### src/rtl/sgpio_event_detect.sv
module sgpio_event_detect #(
  parameter int NUM_BANKS = 8
) (
  input  logic                   clk,
  input  logic                   rst_n,
  input  logic [NUM_BANKS*8-1:0] pin_data,
  input  logic                   pin_strobe,
  input  logic [5:0]             reg_addr,
  input  logic                   reg_wr,
  input  logic                   reg_half,
  input  logic [15:0]            reg_wdata,
  output logic [15:0]            reg_rdata,
  output logic                   irq
);
  localparam int NPINS = NUM_BANKS * 8;

  logic [NPINS-1:0]                 sample_q, status_q, rise_en, fall_en, evt, clr;
  logic [NUM_BANKS-1:0][15:0]       cfg_q;
  logic [NUM_BANKS-1:0]             lo_wr, hi_wr;
  logic [7:0]                       hi_data;

  genvar g;
  for (g = 0; g < NPINS; g++) begin : g_pin
    assign rise_en[g] = cfg_q[g/8][2*(g%8)];
    assign fall_en[g] = cfg_q[g/8][2*(g%8)+1];
  end

  assign evt = pin_strobe ? ((pin_data & ~sample_q & rise_en) |
                             (~pin_data & sample_q & fall_en)) : '0;
  assign hi_data = reg_half ? reg_wdata[15:8] : reg_wdata[7:0];
  assign irq = |status_q;

  always_comb begin
    clr = '0;
    for (int b = 0; b < NUM_BANKS; b++) begin
      lo_wr[b] = reg_wr && reg_addr == 6'(16 + 2*b);
      hi_wr[b] = reg_wr && ((reg_addr == 6'(16 + 2*b) && reg_half) ||
                            (reg_addr == 6'(17 + 2*b) && !reg_half));
      if (reg_wr && reg_addr == 6'(32 + b)) clr[8*b +: 8] = reg_wdata[7:0];
    end
  end

  always_ff @(posedge clk) begin
    if (!rst_n) begin
      sample_q <= '0;
      status_q <= '0;
      cfg_q    <= '0;
    end else begin
      if (pin_strobe) sample_q <= pin_data;
      status_q <= (status_q & ~clr) | evt;
      for (int b = 0; b < NUM_BANKS; b++) begin
        if (lo_wr[b]) cfg_q[b][7:0]  <= reg_wdata[7:0];
        if (hi_wr[b]) cfg_q[b][15:8] <= hi_data;
      end
    end
  end

  always_comb begin
    reg_rdata = '0;
    for (int b = 0; b < NUM_BANKS; b++) begin
      if (reg_addr == 6'(8 + b))      reg_rdata = {8'h00, sample_q[8*b +: 8]};
      if (reg_addr == 6'(16 + 2*b))   reg_rdata = cfg_q[b];
      if (reg_addr == 6'(17 + 2*b))   reg_rdata = {8'h00, cfg_q[b][15:8]};
      if (reg_addr == 6'(32 + b))     reg_rdata = {8'h00, status_q[8*b +: 8]};
    end
  end

  assert_sample_hold_R2: assert property (@(posedge clk) disable iff (!rst_n)
    !pin_strobe |=> $stable(sample_q));

  assert_cfg_hold_R3: assert property (@(posedge clk) disable iff (!rst_n)
    (!(|lo_wr) && !(|hi_wr)) |=> $stable(cfg_q));

  assert_set_on_strobe_R10: assert property (@(posedge clk) disable iff (!rst_n)
    !pin_strobe |=> ((status_q & ~$past(status_q)) == '0));

  assert_irq_drop_by_write_R9: assert property (@(posedge clk) disable iff (!rst_n)
    $fell(irq) |-> $past(reg_wr));

  assert_irq_level_R9: assert property (@(posedge clk) disable iff (!rst_n)
    (status_q != '0) |-> irq);
endmodule

### config.mk
export PLATFORM = sky130hd
export DESIGN_NAME = sgpio_event_detect
export DESIGN_NICKNAME = d
export VERILOG_FILES = /design/src/rtl/sgpio_event_detect.sv
export SDC_FILE = /design/constraint.sdc
export NUM_CORES = 1
export LEC_CHECK = 0
export BUFFER_PORTS_ARGS = -buffer_cell sky130_fd_sc_hd__clkbuf_2
export CAP_MARGIN = 20
export CORE_UTILIZATION = 25
export CTS_CLUSTER_SIZE = 24
export DETAILED_ROUTE_END_ITERATION = 12
export MAX_ROUTING_LAYER = met4
export PLACE_DENSITY = 0.43
export SLEW_MARGIN = 20
export SYNTH_ARGS = -nofsm -noshare
export SYNTH_HDL_FRONTEND = slang
export SYNTH_SLANG_ARGS = --single-unit
### constraint.sdc
create_clock -name clk -period 4.1 [get_ports clk]
set_input_delay 0.615 -clock clk [delete_from_list [all_inputs] [get_ports clk]]
set_output_delay 0.615 -clock clk [all_outputs]
set_load 0.05 [all_outputs]
==> results.md, run 1 <==
- CP Cell Sequence: clkbuf_2 -> buf_4 -> and2b_1 -> nand3b_1 -> nor2_1 -> nor2_2 -> o21ai_0 -> nor4_1 -> nand2_1 -> a31oi_1 -> buf_4 -> buf_12
- Mapped Area: 0.0138 mm2
- Hold Path Class: input pin to flip-flop
- First-pass GRT wire length: 96.4 mm
- Number of flops mapped to enable cells by yosys: 0
- Cell depth of the worst hold path: 3
- Synth async-reset ratio: 0
- Top FF cell, synth: dfxtp_1
- Rel. slew slack: 0.369
- Unique cell type count in the Yosys netlist: 65
- Area of the core: 0.0542 mm2
- CTS Sinks: 256
- Initial DRC count: 1497
- Met2 usage: 0.360
- Die Span X: 237 um
- Final Critical Period: 3.98 ns
- Worst Setup SP: reg_addr[2]
- VDD IR-drop max: 251 uV
- Worst hold path startpoint: pin_data[43]
- Clock Tree Root: clkbuf_16
- Ports: 108
- Die Ht: 237 um
- Largest net degree at the start of global routing: 134
- R2R depth: 4
- Post-Syn Area per Cell: 8.21 um2
- CP Launch Type: input pin
- R2R Path Start: cfg_q[124]
- Synthesized flop and latch total: 256
- Via count: 13900
- DRC Markers: 0
- Most Crowded Layer GR: met2
- FF+latch area: 0.00512 mm2
- Crit path buffers/inverters: 4
- Met1 Usage GRT: 0.334
- MaxCap Viol Count: 0
- Diode count: 0
- Vias in the first global route: 13000
- Global route overflow: 0
- Initial antenna violation count: 0
- R2R Path End: status_q[62]
- CTS tree: built
- CTS Buf Count: 34
- Grt met3 use: 0.0525
- Max clock buf depth: 3
- CP Max Fanout: 10
- Setup violators final: 0
- Top Family by Delay on Critical Path: simple AND/OR/NAND/NOR gates
- Clock slew at reported path FFs: 0.05 ns
- Final total power: 6000 uW
- Worst-Margin Slew: 0.946 ns
- Fillers: 5780
- Routed WL: 68.2 mm
- Setup slack, reg-to-reg: 2.86 ns
- Tot GR Track Use: 0.246
- Yosys warning count: 0
- Post-synthesis sequential area ratio: 0.371
- WL per Instance: 27.3 um
- Cells after Synth: 1682
- PwrDens: 360 mW/mm2
- Antenna-violating nets left: 0
- Port Buffers: 107
- Drt via density: 5.56
- Final period util: 0.971
- Critical path required time: 3.48 ns
- Area Overhead vs Synth: 20.7%
- RSZ-0062 raised after global routing: false
- Ranking of synthesized cells by area: dfxtp_1 37%, mux2i_1 9.3%, nor2b_1 8.8%
- Crit. End Element: primary output
- Dominant cell type by area after synthesis: dfxtp_1
- Top cell by count, worst path: buf_4
- H-tree levels: 2
- Post-route setup TNS: 0 ns
- Area of the multi-input gates: 0.00824 mm2
- Status: complete, no violations
- Final hold violation count: 0
- Worst setup path class: input pin to primary output
- Router iterations before antenna repair: 10
- Syn_nets: 1773
- Die Area: 0.0562 mm2
- Hold EP: sample_q[43]
- Area share of the largest cell type after synthesis: 0.371
- CP max stage cell: nor4_1
- Slew Viols, Final: 0
- Row count: 85
- Clock Latency Late Sink: 0.56 ns
- Worst stage delay on the critical path: 0.39 ns
- Routability cong.: 1.01
- Arrival time at the worst endpoint: 3.37 ns
- Layout cells sized above 1: 0.149
- F_max: 251 MHz
- Initial Util: 0.255
- Half-perimeter wire length after placement: 51.2 mm
- Worst Skew: 0.0170 ns
- Leak: 0.00609 uW
- Final net count: 1877
==> metal layers <==
metal | wire, um | up-vias
met5 | 0 | -
met4 | 2220 | 0
met3 | 5330 | 121
met2 | 29500 | 644
met1 | 31200 | 6816
li1 | - | 6330
==> how the worst max path moves through the flow <==
stage / end / slack (ns) / cells past startpoint
finish: reg_rdata[0] / 0.12 / 12
global route: reg_rdata[2] / 0.003 / 12
CTS: reg_rdata[0] / 0.08 / 12
detailed placement: reg_rdata[0] / 0.09 / 12
global placement: reg_rdata[0] / 0.13 / 12
floorplan: reg_rdata[2] / 0.46 / 11
==> Yosys cell counts, drive strengths merged, types with 2 or more instances <==
library cell  number
clkbuf            96
o21ai             87
a22oi            121
o221a              3
nor3              11
or3b               2
a2111oi            3
o2111ai            3
a221oi            30
nand2            281
nand4             21
a222oi             5
nand3             72
nor4b              2
and3              10
o211ai             8
dfxtp            256
nor3b              2
nor2b            195
nand2b             4
o22ai             36
o22a               2
mux2i            128
a221o              5
nor4              23
a21oi             21
mux2              12
a31oi              6
buf               21
or2                3
or4b               3
o221ai             6
a211oi             3
or3                2
inv                2
o32ai              2
and2b              2
nor2              60
a21boi            64
nand3b            55
==> worst min-delay path: stages <==
cell and delay [ns]:
clkbuf_2 0.10, mux2i_1 0.07, nor2b_1 0.09
==> area by class of cell <==
cell class                 instances  share of cell area
timing repair buffer             185              0.0838
clock buffer                      44              0.0558
inverter                           2            0.000451
clock inverter                    13             0.00556
multi-input combinational       1307               0.495
tap                              696              0.0523
sequential                       256               0.308
==> power breakdown <==
| group | switching, uW | internal (uW) | leakage (uW) |
|---|---|---|---|
| logic | 364 | 224 | 0.00351 |
| registers | 68.7 | 2530 | 0.00207 |
| clock network | 1210 | 1600 | 0.000503 |
| total | 1640 | 4360 | 0.00609 |
==> cell families after synthesis <==
kind of cell           synth area share
AOI/OAI and AO/OA                 0.209
muxes                             0.103
DFF                               0.371
and+or+nand+nor                   0.283
buffers and inverters            0.0337
==> sequential cells by signal, indices dropped and copies added (netlist names) <==
register / count
cfg_q: 128
sample_q: 64
status_q: 64
==> stage by stage <==
step	hold WS, ns	instances	util	setup WS (ns)	instance area [um2]
5_1_grt	0.367	2503	0.307	0.00318	16700
6_report	0.359	2503	0.307	0.117	16700
2_1_floorplan	0.452	1682	-	0.459	13800
3_5_place_dp	0.490	2446	0.288	0.0940	15600
3_3_place_gp	0.478	2446	0.288	0.127	15600
4_1_cts	0.340	2503	0.307	0.0821	16700
==> cell usage in the layout (no fill, tap or decap), types with 10 or more instances in the layout <==
cell / instances
mux2i_1: 128
nor4_1: 23
a21boi_0: 64
a221oi_1: 29
a22oi_1: 121
nor2b_1: 195
o22ai_1: 36
nand3b_1: 55
dfxtp_1: 256
clkbuf_2: 89
nand2_1: 281
o21ai_0: 84
nand3_1: 72
buf_12: 18
a21oi_1: 21
nor2_1: 50
and3_1: 10
mux2_2: 12
clkbuf_16: 35
nor3_1: 11
buf_4: 75
nand4_1: 21
==> timing repair <==
item / in CTS / in global routing
gates resized for setup: 0 / 3
buffers inserted: 0 / 0
setup endpoints to repair: 0 / 2
hold buffers: 0 / 0
Power figures use the tool's default switching activity.
==> run 2: changes to the inputs <==
PLACE_DENSITY = 0.5   (was 0.43)
==> run 2 against run 1 <==
  * Sequential power about the same
  * Combinational power is 0.7% lower
  * Sequential cell count did not move
  * Register-to-register slack gained 0.11 ns
  * Non-clock buffer count is 11 lower
  * Core utilization down 0.49 points
==> results.md, run 2 (synthesized netlist as in run 1, its figures left out) <==
- VDD IR-drop max: 279 uV
- Routed WL: 64.9 mm
- Worst slack, placed: 0.196 ns
- Cts-stage hold buffer count: 0
- Area of the core: 0.0542 mm2
- Global route overflow: 0
- Setup violators final: 0
- PwrDens: 348 mW/mm2
- Fin worst setup slack: 0.144 ns
- DP Cell Count: 2435
- Net Switching: 1530 uW
- Commonest non-fill, non-tap cell in the layout: nand2_1
- Ports: 108
- WL per Instance: 26.1 um
- Drt via density: 5.58
- DRC Markers: 0
- Final Critical Period: 3.96 ns
- Diode count: 0
- Half-perimeter wire length after placement: 48.5 mm
- Final net count: 1861
- Antenna-violating nets left: 0
- Row count: 85
- Biggest regs: cfg_q: 128 flops, sample_q: 64 flops, status_q: 64 flops
- Router iterations before antenna repair: 5
- Arrival time at the worst endpoint: 3.34 ns
- Sequential power share: 0.456
- F_max: 253 MHz
- Max FFs per register: 128
- Via count: 13900
- Commonest cells after routing, fill and taps aside: 281 x nand2_1, 256 x dfxtp_1, 195 x nor2b_1
- Rel. slew slack: 0.450
- Clock Tree Root: clkbuf_16
- Die Ht: 237 um
- Final hold slack: 0.330 ns
- Tot GR Track Use: 0.232
- Area Overhead vs Synth: 18.7%
- MaxCap Viol Count: 0
- Initial DRC count: 1727
- Status: complete, no violations
- Hold Path Class: input pin to flip-flop
- CTS Buf Count: 29
- Area after DPL: 0.0155 mm2
- Fillers: 5766
- Die Area: 0.0562 mm2
- Final period util: 0.965
- First-pass GRT wire length: 93.3 mm
- Worst setup path class: input pin to primary output
- Vias in the first global route: 13100
- Slew Viols, Final: 0
- Biggest register: cfg_q
- CP Launch Type: input pin
- Final hold violation count: 0
- RSZ-0062 raised after global routing: false
- Clock Latency Late Sink: 0.58 ns
- Fin cells: 2486
- Worst Skew: 0.0115 ns
- Clock slew at reported path FFs: 0.06 ns
- Initial Util: 0.255
- Clock share of power: 0.441
- Initial antenna violation count: 0
- Critical path required time: 3.48 ns
- Routability cong.: 0.959
- CTS tree: built
- Max clock buf depth: 3
- Port Buffers: 107
- Post-route setup TNS: 0 ns
- Crit. End Element: primary output
- Comb pwr share: 0.102
- Internal power: 4170 uW
- Worst-Margin Slew: 0.824 ns
- Switching share of power: 0.268
- Largest net degree at the start of global routing: 131
- H-tree levels: 1
- Post-route cell area: 0.0164 mm2
- Layout cells sized above 1: 0.137
- Leak: 0.00596 uW
- CP Max Fanout: 15
- Die Span X: 237 um
- CTS Sinks: 256
==> run 2: metal layers <==
metal,vias to the layer above,routed length [um],track usage
li1,6303,-,-
met1,6866,29900,0.324
met2,606,28700,0.355
met3,105,4350,0.0213
met4,0,1950,0.0693
met5,-,0,-
==> run 2: power by group through the flow <==
stage               Clock (uW)  Sequential [uW]  Combinational, uW
floorplan                    0             2620                322
global placement             0             2650                577
detailed placement           0             2650                581
CTS                       2560             2600                583
global route              2650             2600                615
finish                    2520             2600                584
==> run 2: what timing repair did <==
action,in CTS,in global routing
buffers inserted,0,0
resized for setup,0,1
setup endpoints to repair,0,1
==> run 2: worst max-delay path, stage by stage <==
cell and delay, ns:
clkbuf_2 0.26, or4b_1 0.68, nor2_2 0.37, a221o_1 0.21
o221ai_1 0.12, a32o_1 0.28, a21oi_1 0.19, o21ai_0 0.20
nand3_1 0.23, buf_12 0.17
==> run 2: path summary, 6_finish.rpt <==
path                start            to  slack, ns  cells past startpoint
max           reg_addr[3]  reg_rdata[1]       0.14                     10
min          pin_data[17]  sample_q[17]       0.33                      3
max reg2reg     cfg_q[84]  status_q[42]       2.97                      4
min reg2reg     cfg_q[69]     cfg_q[69]       0.49                      2
==> run 2: per-stage QoR <==
stage	total power, uW	util
finish	5700	0.302
floorplan	2940	-
detailed placement	3230	0.286
global placement	3230	0.286
global route	5860	0.302
CTS	5740	0.302
==> run 2: final cells by class <==
cell class / instances / area [um2] / share of cell area
clock buffers: 44 / 852 / 0.0520
clock inverters: 7 / 41.3 / 0.00252
inverters: 2 / 7.51 / 0.000458
multi-input cells: 1307 / 8230 / 0.502
flip-flops and latches: 256 / 5120 / 0.313
well taps: 696 / 871 / 0.0531
repair buffers: 174 / 1280 / 0.0778
